$ cat src/rtl/dac_cmd_pkg.sv
package dac_cmd_pkg;

    localparam int CMD_W   = 4;
    localparam int ADDR_W  = 4;
    localparam int DATA_W  = 16;
    localparam int WORD_W  = CMD_W + ADDR_W + DATA_W;
    localparam logic [ADDR_W-1:0] ADDR_ALL = 4'hF;

    typedef enum logic [CMD_W-1:0] {
        CMD_WR_IN      = 4'd0,
        CMD_UPD        = 4'd1,
        CMD_WR_UPD_ALL = 4'd2,
        CMD_WR_BOTH    = 4'd3,
        CMD_PWR        = 4'd4,
        CMD_CLR        = 4'd5,
        CMD_LOADMASK   = 4'd6,
        CMD_RESET      = 4'd7,
        CMD_REF        = 4'd8,
        CMD_MULTI      = 4'd9
    } dac_cmd_e;

    typedef struct packed {
        logic [CMD_W-1:0]  cmd;
        logic [ADDR_W-1:0] addr;
        logic [DATA_W-1:0] data;
    } dac_word_t;

    function automatic logic is_reserved(input logic [CMD_W-1:0] c);
        return c >= 4'd10;
    endfunction

    function automatic logic chan_hit(input logic [ADDR_W-1:0] a, input int idx);
        return (a == ADDR_ALL) || (a == idx[ADDR_W-1:0]);
    endfunction

endpackage

$ cat src/rtl/dac_word_assembler.sv
module dac_word_assembler
    import dac_cmd_pkg::*;
(
    input  logic      clk,
    input  logic      rst,
    input  logic      frame_start,
    input  logic      frame_stop,
    input  logic      byte_valid,
    input  logic [7:0] byte_data,
    input  logic      short_mode,
    output logic      word_valid,
    output dac_word_t word
);

    logic       in_frame;
    logic       have_cmd;
    logic [1:0] cnt;
    logic [7:0] cmd_q;
    logic [7:0] hi_q;

    always_ff @(posedge clk) begin
        if (rst) begin
            in_frame   <= 1'b0;
            have_cmd   <= 1'b0;
            cnt        <= 2'd0;
            cmd_q      <= 8'd0;
            hi_q       <= 8'd0;
            word_valid <= 1'b0;
            word       <= '0;
        end else begin
            word_valid <= 1'b0;
            if (frame_start || frame_stop) begin
                in_frame <= frame_start;
                have_cmd <= 1'b0;
                cnt      <= 2'd0;
            end else if (byte_valid && in_frame) begin
                if (!have_cmd) begin
                    case (cnt)
                        2'd0: begin
                            cmd_q <= byte_data;
                            cnt   <= 2'd1;
                        end
                        2'd1: begin
                            hi_q <= byte_data;
                            cnt  <= 2'd2;
                        end
                        default: begin
                            word       <= {cmd_q, hi_q, byte_data};
                            word_valid <= 1'b1;
                            have_cmd   <= 1'b1;
                            cnt        <= 2'd0;
                        end
                    endcase
                end else if (short_mode) begin
                    if (cnt == 2'd0) begin
                        hi_q <= byte_data;
                        cnt  <= 2'd1;
                    end else begin
                        word       <= {cmd_q, hi_q, byte_data};
                        word_valid <= 1'b1;
                        cnt        <= 2'd0;
                    end
                end
            end
        end
    end

    // a stop boundary never lets a word through on the next cycle
    a_r11_stop_discards: assert property (@(posedge clk) disable iff (rst)
        frame_stop |=> !word_valid);

    // the byte counter never reaches an unused value
    a_r1_count_range: assert property (@(posedge clk) disable iff (rst)
        cnt != 2'd3);

    // even short words need two bytes, so words never come back to back
    a_r9_word_spacing: assert property (@(posedge clk) disable iff (rst)
        word_valid |=> !word_valid);

endmodule

$ cat src/rtl/dac_ctrl_regs.sv
module dac_ctrl_regs
    import dac_cmd_pkg::*;
#(
    parameter int NCH = 8
) (
    input  logic           clk,
    input  logic           rst,
    input  logic           word_valid,
    input  dac_word_t      word,
    output logic [NCH-1:0] pd_mask,
    output logic [1:0]     clr_sel,
    output logic [NCH-1:0] load_mask,
    output logic           ref_on,
    output logic           short_mode
);

    always_ff @(posedge clk) begin
        if (rst || (word_valid && word.cmd == CMD_RESET)) begin
            pd_mask    <= '0;
            clr_sel    <= 2'd0;
            load_mask  <= '0;
            ref_on     <= 1'b0;
            short_mode <= 1'b0;
        end else if (word_valid) begin
            case (word.cmd)
                CMD_PWR:      pd_mask    <= word.data[NCH-1:0];
                CMD_CLR:      clr_sel    <= word.data[1:0];
                CMD_LOADMASK: load_mask  <= word.data[NCH-1:0];
                CMD_REF:      ref_on     <= word.data[0];
                CMD_MULTI:    short_mode <= word.data[0];
                default: ;
            endcase
        end
    end

    // a reset command clears all control state
    a_r8_reset_clears: assert property (@(posedge clk) disable iff (rst)
        (word_valid && word.cmd == CMD_RESET) |=>
        (pd_mask == '0 && load_mask == '0 && clr_sel == 2'd0 && !ref_on && !short_mode));

    // reserved commands keep control state
    a_r12_ctrl_hold: assert property (@(posedge clk) disable iff (rst)
        (word_valid && is_reserved(word.cmd)) |=>
        ($stable(pd_mask) && $stable(load_mask) && $stable(clr_sel) &&
         $stable(ref_on) && $stable(short_mode)));

    // the short-mode flag follows data bit 0 of command 9
    a_r9_mode_load: assert property (@(posedge clk) disable iff (rst)
        (word_valid && word.cmd == CMD_MULTI) |=> (short_mode == $past(word.data[0])));

endmodule

$ cat src/rtl/dac_channel_slot.sv
module dac_channel_slot
    import dac_cmd_pkg::*;
#(
    parameter int CODE_W = 16
) (
    input  logic              clk,
    input  logic              rst,
    input  logic              word_valid,
    input  logic [CMD_W-1:0]  cmd,
    input  logic              hit,
    input  logic [CODE_W-1:0] code,
    output logic [CODE_W-1:0] in_q,
    output logic [CODE_W-1:0] out_q
);

    always_ff @(posedge clk) begin
        if (rst || (word_valid && cmd == CMD_RESET)) begin
            in_q  <= '0;
            out_q <= '0;
        end else if (word_valid) begin
            case (cmd)
                CMD_WR_IN: if (hit) in_q <= code;
                CMD_UPD:   if (hit) out_q <= in_q;
                CMD_WR_UPD_ALL: begin
                    if (hit) begin
                        in_q  <= code;
                        out_q <= code;
                    end else begin
                        out_q <= in_q;
                    end
                end
                CMD_WR_BOTH: if (hit) begin
                    in_q  <= code;
                    out_q <= code;
                end
                default: ;
            endcase
        end
    end

    // an input write never moves the output register
    a_r3_input_only: assert property (@(posedge clk) disable iff (rst)
        (word_valid && cmd == CMD_WR_IN) |=> $stable(out_q));

    // an update copies the held value
    a_r4_update_copy: assert property (@(posedge clk) disable iff (rst)
        (word_valid && cmd == CMD_UPD && hit) |=> (out_q == $past(in_q)));

    // after a software load both levels agree on every channel
    a_r5_levels_agree: assert property (@(posedge clk) disable iff (rst)
        (word_valid && cmd == CMD_WR_UPD_ALL) |=> (out_q == in_q));

    // write-both leaves the two levels holding the new code
    a_r6_both_code: assert property (@(posedge clk) disable iff (rst)
        (word_valid && cmd == CMD_WR_BOTH && hit) |=> (out_q == $past(code) && in_q == $past(code)));

    // reserved commands keep both levels
    a_r12_slot_hold: assert property (@(posedge clk) disable iff (rst)
        (word_valid && is_reserved(cmd)) |=> ($stable(in_q) && $stable(out_q)));

endmodule

$ cat src/rtl/dac_channel_bank.sv
module dac_channel_bank
    import dac_cmd_pkg::*;
#(
    parameter int NCH    = 8,
    parameter int CODE_W = 16
) (
    input  logic                       clk,
    input  logic                       rst,
    input  logic                       word_valid,
    input  dac_word_t                  word,
    output logic [NCH-1:0][CODE_W-1:0] in_arr,
    output logic [NCH-1:0][CODE_W-1:0] out_arr
);

    localparam int CODE_MSB = DATA_W - 1;

    logic [CODE_W-1:0] code;
    assign code = word.data[CODE_MSB -: CODE_W];

    for (genvar i = 0; i < NCH; i++) begin : g_slot
        logic hit;
        assign hit = chan_hit(word.addr, i);

        dac_channel_slot #(.CODE_W(CODE_W)) u_slot (
            .clk        (clk),
            .rst        (rst),
            .word_valid (word_valid),
            .cmd        (word.cmd),
            .hit        (hit),
            .code       (code),
            .in_q       (in_arr[i]),
            .out_q      (out_arr[i])
        );
    end

    // an address outside 0..NCH-1 other than the broadcast value writes nothing
    a_r2_no_target: assert property (@(posedge clk) disable iff (rst)
        (word_valid && word.addr != ADDR_ALL && word.addr >= ADDR_W'(NCH) &&
         (word.cmd == CMD_WR_IN || word.cmd == CMD_WR_BOTH)) |=>
        ($stable(in_arr) && $stable(out_arr)));

endmodule

$ cat src/rtl/dac_cmd_decoder.sv
module dac_cmd_decoder
    import dac_cmd_pkg::*;
#(
    parameter int NCH    = 8,
    parameter int CODE_W = 16
) (
    input  logic                    clk,
    input  logic                    rst,
    input  logic                    frame_start,
    input  logic                    frame_stop,
    input  logic                    byte_valid,
    input  logic [7:0]              byte_data,
    output logic [NCH*CODE_W-1:0]   in_codes,
    output logic [NCH*CODE_W-1:0]   out_codes,
    output logic [NCH-1:0]          pd_mask,
    output logic [1:0]              clr_sel,
    output logic [NCH-1:0]          load_mask,
    output logic                    ref_on,
    output logic                    short_mode
);

    logic                       word_valid;
    dac_word_t                  word;
    logic [NCH-1:0][CODE_W-1:0] in_arr;
    logic [NCH-1:0][CODE_W-1:0] out_arr;

    dac_word_assembler u_asm (
        .clk         (clk),
        .rst         (rst),
        .frame_start (frame_start),
        .frame_stop  (frame_stop),
        .byte_valid  (byte_valid),
        .byte_data   (byte_data),
        .short_mode  (short_mode),
        .word_valid  (word_valid),
        .word        (word)
    );

    dac_ctrl_regs #(.NCH(NCH)) u_ctrl (
        .clk        (clk),
        .rst        (rst),
        .word_valid (word_valid),
        .word       (word),
        .pd_mask    (pd_mask),
        .clr_sel    (clr_sel),
        .load_mask  (load_mask),
        .ref_on     (ref_on),
        .short_mode (short_mode)
    );

    dac_channel_bank #(.NCH(NCH), .CODE_W(CODE_W)) u_bank (
        .clk        (clk),
        .rst        (rst),
        .word_valid (word_valid),
        .word       (word),
        .in_arr     (in_arr),
        .out_arr    (out_arr)
    );

    assign in_codes  = in_arr;
    assign out_codes = out_arr;

endmodule

$ cat config.mk
export PLATFORM = sky130hd
export DESIGN_NAME = dac_cmd_decoder
export DESIGN_NICKNAME = d
export VERILOG_FILES = /design/src/rtl/dac_cmd_pkg.sv /design/src/rtl/dac_word_assembler.sv /design/src/rtl/dac_ctrl_regs.sv /design/src/rtl/dac_channel_slot.sv /design/src/rtl/dac_channel_bank.sv /design/src/rtl/dac_cmd_decoder.sv
export SDC_FILE = /design/constraint.sdc
export NUM_CORES = 1
export LEC_CHECK = 0
export BUFFER_PORTS_ARGS = -buffer_cell sky130_fd_sc_hd__buf_2
export CAP_MARGIN = 0
export CORE_AREA = 3 3 164 166
export DETAILED_ROUTE_END_ITERATION = 10
export DIE_AREA = 0 0 167 169
export MAX_ROUTING_LAYER = met4
export PLACE_DENSITY = 0.94
export SLEW_MARGIN = 20
export SYNTH_ARGS = -nofsm -noshare
export SYNTH_HDL_FRONTEND = slang
export SYNTH_SLANG_ARGS = --single-unit
$ cat constraint.sdc
create_clock -name clk -period 3.9 [get_ports clk]
set_input_delay 1.17 -clock clk [delete_from_list [all_inputs] [get_ports clk]]
set_output_delay 1.17 -clock clk [all_outputs]
set_load 0.02 [all_outputs]
==> impl_results.html <==
<table>
<tr><th>Metric</th><th>Value</th></tr>
<tr><th colspan="2">Status</th></tr>
<tr><td>Result of the run</td><td>complete, no violations</td></tr>
<tr><th colspan="2">Global route</th></tr>
<tr><td>Number of antenna violations at the first check in global routing</td><td>0</td></tr>
<tr><td>Maximum number of pins on one net before global-route repair</td><td>between 80 and 90</td></tr>
<tr><td>Vias in the first global route</td><td>13.85k</td></tr>
<tr><td>GR Util All Layers</td><td>0.3413</td></tr>
<tr><td>Remaining Overflow, GRT</td><td>0</td></tr>
<tr><td>Global-route wire length before repair</td><td>~77000 µm</td></tr>
<tr><th colspan="2">Route</th></tr>
<tr><td>Routed wirelength normalized by instance count</td><td>22.63 µm</td></tr>
<tr><td>DRC violation total after the first TritonRoute iteration</td><td>2072</td></tr>
<tr><td>DR vias/cell</td><td>approximately 6.7</td></tr>
<tr><td>Post-detailed-route count of antenna-violating nets</td><td>0</td></tr>
<tr><td>Number of detailed-routing iterations run before antenna repair</td><td>7</td></tr>
<tr><td>Count of vias placed by the detailed router</td><td>between 10k and 15k</td></tr>
<tr><td>DRC violation count after routing</td><td>0</td></tr>
<tr><td>Final wirelength</td><td>about 50000 µm</td></tr>
<tr><th colspan="2">Synthesis</th></tr>
<tr><td>Synthesized Nets</td><td>around 1.7k</td></tr>
<tr><td>Count of flip-flops with a built-in enable after synthesis</td><td>0</td></tr>
<tr><td>Proportion of register bits with asynchronous set or reset after synthesis</td><td>0</td></tr>
<tr><td>Portion of the post-synthesis area used by sequential elements</td><td>0.4225</td></tr>
<tr><td>Commonest cells in the synthesized netlist</td><td>321 x dfxtp_1, 207 x nor2_1, 203 x mux2i_1</td></tr>
<tr><td>Most frequently used cell type in the post-synthesis netlist</td><td>dfxtp_1</td></tr>
<tr><td>Ys Warns</td><td>0</td></tr>
<tr><td>Avg Inst Size Synth</td><td>about 9.1 µm²</td></tr>
<tr><td>Main area contributors after synthesis</td><td>dfxtp_1 42%, mux2i_1 13%, nor2_1 5.1%</td></tr>
<tr><td>Library cells used by synthesis</td><td>57</td></tr>
<tr><td>Post-synthesis cell area</td><td>around 15000 µm²</td></tr>
<tr><td>Leading area contributor after synthesis</td><td>dfxtp_1</td></tr>
<tr><td>Area fraction of the dominant cell type after synthesis</td><td>0.4225</td></tr>
<tr><td>Synthesized instance count</td><td>1673</td></tr>
<tr><td>FF+latch count, synth</td><td>321</td></tr>
<tr><td>Most instantiated flip-flop cell in the synthesis netlist</td><td>dfxtp_1</td></tr>
<tr><th colspan="2">Floorplan</th></tr>
<tr><td>Die W</td><td>167 µm</td></tr>
<tr><td>Y dimension of the die</td><td>around 170 µm</td></tr>
<tr><td># IOs</td><td>289</td></tr>
<tr><td>FP Rows</td><td>59</td></tr>
<tr><td>Area enclosed by the die boundary</td><td>28220 µm²</td></tr>
<tr><td>Area inside the core boundary</td><td>25760 µm²</td></tr>
<tr><td>Starting utilization of the core area</td><td>0.5903</td></tr>
<tr><th colspan="2">CTS</th></tr>
<tr><td>Post-CTS repair timing setup buffer count</td><td>0</td></tr>
<tr><td>CTS HTree Levels</td><td>2</td></tr>
<tr><td>CTS tree</td><td>done</td></tr>
<tr><td>Root buffer selected by CTS</td><td>clkbuf_16</td></tr>
<tr><td>Insertion delay to the later sink of the worst-skew pair</td><td>0.52 ns</td></tr>
<tr><td>Clock net sink count</td><td>321</td></tr>
<tr><td># hold bufs at CTS</td><td>0</td></tr>
<tr><td>Num CTS Buffers</td><td>34</td></tr>
<tr><td>CTS clk-pin slew, worst paths</td><td>0.06 ns</td></tr>
<tr><td>Clk buf depth</td><td>3</td></tr>
<tr><td>CTS-repair resized insts</td><td>0</td></tr>
<tr><th colspan="2">STA</th></tr>
<tr><td>Clock tree skew after final layout</td><td>0.02027 ns</td></tr>
<tr><td>Post-layout min period</td><td>between 3 and 4 ns</td></tr>
<tr><td>Slew at the pin closest to its max-slew limit</td><td>1.162 ns</td></tr>
<tr><td>Total Neg Setup Slack</td><td>0 ns</td></tr>
<tr><td>Highest achievable clock rate</td><td>~330 MHz</td></tr>
<tr><td>Final setup violation count</td><td>0</td></tr>
<tr><td>Unrepaired setup endpoints after global routing</td><td>false</td></tr>
<tr><td>Final hold vios</td><td>0</td></tr>
<tr><td>Max Transition Viols Final</td><td>0</td></tr>
<tr><td>Headroom to the max-slew limit</td><td>0.2242</td></tr>
<tr><td>Ratio of final minimum period to clock period</td><td>0.7769</td></tr>
<tr><th colspan="2">Setup path</th></tr>
<tr><td>Kind of start point of the critical path</td><td>register</td></tr>
<tr><td>Required time at the endpoint of the critical path</td><td>4.33 ns</td></tr>
<tr><td>Worst EP arrival</td><td>3.46 ns</td></tr>
<tr><td>CP endpoint kind</td><td>register</td></tr>
<tr><td>Critical path type</td><td>register to register</td></tr>
<tr><td>Largest fanout on the critical path</td><td>25</td></tr>
<tr><th colspan="2">Power and ir drop</th></tr>
<tr><td>Total power density per cell area</td><td>389.1 nW/µm²</td></tr>
<tr><td>VDD IR-drop max</td><td>0.2698 mV</td></tr>
<tr><td>Leakage power of the design</td><td>just under 0.008 µW</td></tr>
<tr><th colspan="2">Job</th></tr>
<tr><td>Max-cap violations</td><td>0</td></tr>
<tr><th colspan="2">Placement</th></tr>
<tr><td>Number of input and output port buffers inserted</td><td>288</td></tr>
<tr><td>Weighted congestion reported at the end of routability-driven placement</td><td>0.8923</td></tr>
<tr><td>Detailed placer's ending HPWL</td><td>31510 µm</td></tr>
<tr><th colspan="2">Cells and area</th></tr>
<tr><td>Number of diodes</td><td>0</td></tr>
<tr><td>Nets</td><td>around 1.9k</td></tr>
<tr><td>Signed area change from the synthesized netlist to the final layout</td><td>16.54%</td></tr>
<tr><td>Proportion of layout cells with a drive suffix above 1</td><td>0.2403</td></tr>
<tr><td>Layout Utilization</td><td>0.6879</td></tr>
<tr><th colspan="2">Min path</th></tr>
<tr><td>Min-Delay Path Class</td><td>register to register</td></tr>
</table>
where the power goes:
group          switching (µW)  total [µW]  leakage, µW  internal (µW)
Combinational            65.8        82.1      0.00453           16.4
Clock                    1360        3530     0.000607           2170
Sequential               1.63        3280      0.00259           3280
Total                    1430        6900      0.00772           5470
routing by layer:
layer,up-vias,share of wire,global-route usage
met2,1040,0.44,0.5103
li1,6470,-,-
met3,274,0.11,0.07263
met4,0,0.075,0.2188
met5,-,0,-
met1,6938,0.37,0.4208
cells by family after synthesis:
family          after synthesis  synth area share
compound gates              514            0.2315
buf+inv                     204           0.06508
flops                       321            0.4225
simple gates                424            0.1427
mux                         203            0.1336
xor+xnor                      7          0.004526
cell type report:
cell class	count	area, µm²
sequential	321	6431
timing repair buffer	332	1784
multi-input combinational	1148	7849
tap	335	419.2
fill	1841	8040
clock inverter	16	259.0
inverter	1	3.754
clock buffer	46	977.2
placed cells by master, fill, tap and decap left out, drive strengths merged, types with 3 or more instances in the layout:
cell type / count
a211oi: 87
a21o: 40
a21oi: 150
a22oi: 71
a311oi: 41
and2: 10
and3: 40
buf: 332
bufinv: 6
clkbuf: 46
clkinv: 8
dfxtp: 321
mux2i: 203
nand2: 8
nand3: 80
nand4: 10
nor2: 207
nor3: 36
nor3b: 3
nor4: 3
nor4b: 6
o211ai: 4
o21ai: 85
o31a: 32
or3: 3
or4: 3
or4b: 4
xnor2: 4
xor2: 3
state kept, by name, indices dropped and copies added (netlist names):
signal and count:
u_asm.cmd_q 8, u_asm.cnt 2, u_asm.have_cmd 1, u_asm.hi_q 8, u_asm.in_frame 1, u_asm.word 24
u_asm.word_valid 1, u_bank.g_slot.u_slot.in_q 128, u_bank.g_slot.u_slot.out_q 128, u_ctrl.clr_sel 2, u_ctrl.load_mask 8, u_ctrl.pd_mask 8
u_ctrl.ref_on 1, u_ctrl.short_mode 1
final timing paths:
kind / start / slack, ns / cells after the start / to
worst max register to register: u_asm.word[16] / 0.87 / 4 / u_bank.g_slot[2].u_slot.out_q[15]
worst min register to register: u_asm.cmd_q[6] / 0.50 / 2 / u_asm.word[22]
worst max-delay path: u_asm.word[16] / 0.87 / 4 / u_bank.g_slot[2].u_slot.out_q[15]
worst min-delay path: u_asm.cmd_q[6] / 0.50 / 2 / u_asm.word[22]
metrics by stage:
step | cell area, µm² | hold WS [ns] | setup slack [ns] | std cells | total power (µW)
2_1_floorplan | 15210 | 0.4601 | 1.320 | 1673 | 3409
3_3_place_gp | 16470 | 0.4710 | 1.089 | 2137 | 3433
3_5_place_dp | 16470 | 0.4820 | 0.9845 | 2137 | 3435
4_1_cts | 17710 | 0.4986 | 0.9483 | 2199 | 6901
5_1_grt | 17720 | 0.5144 | 0.6600 | 2199 | 7032
6_report | 17720 | 0.4974 | 0.8703 | 2199 | 6896
worst max-delay path, stage by stage (launching register included):
cell and delay (ns):
dfxtp_1 0.80, or4b_1 0.73, nand3_2 0.61, and2_1 0.52
a211oi_1 0.26
Note: power is estimated with default switching activity, not from simulation.
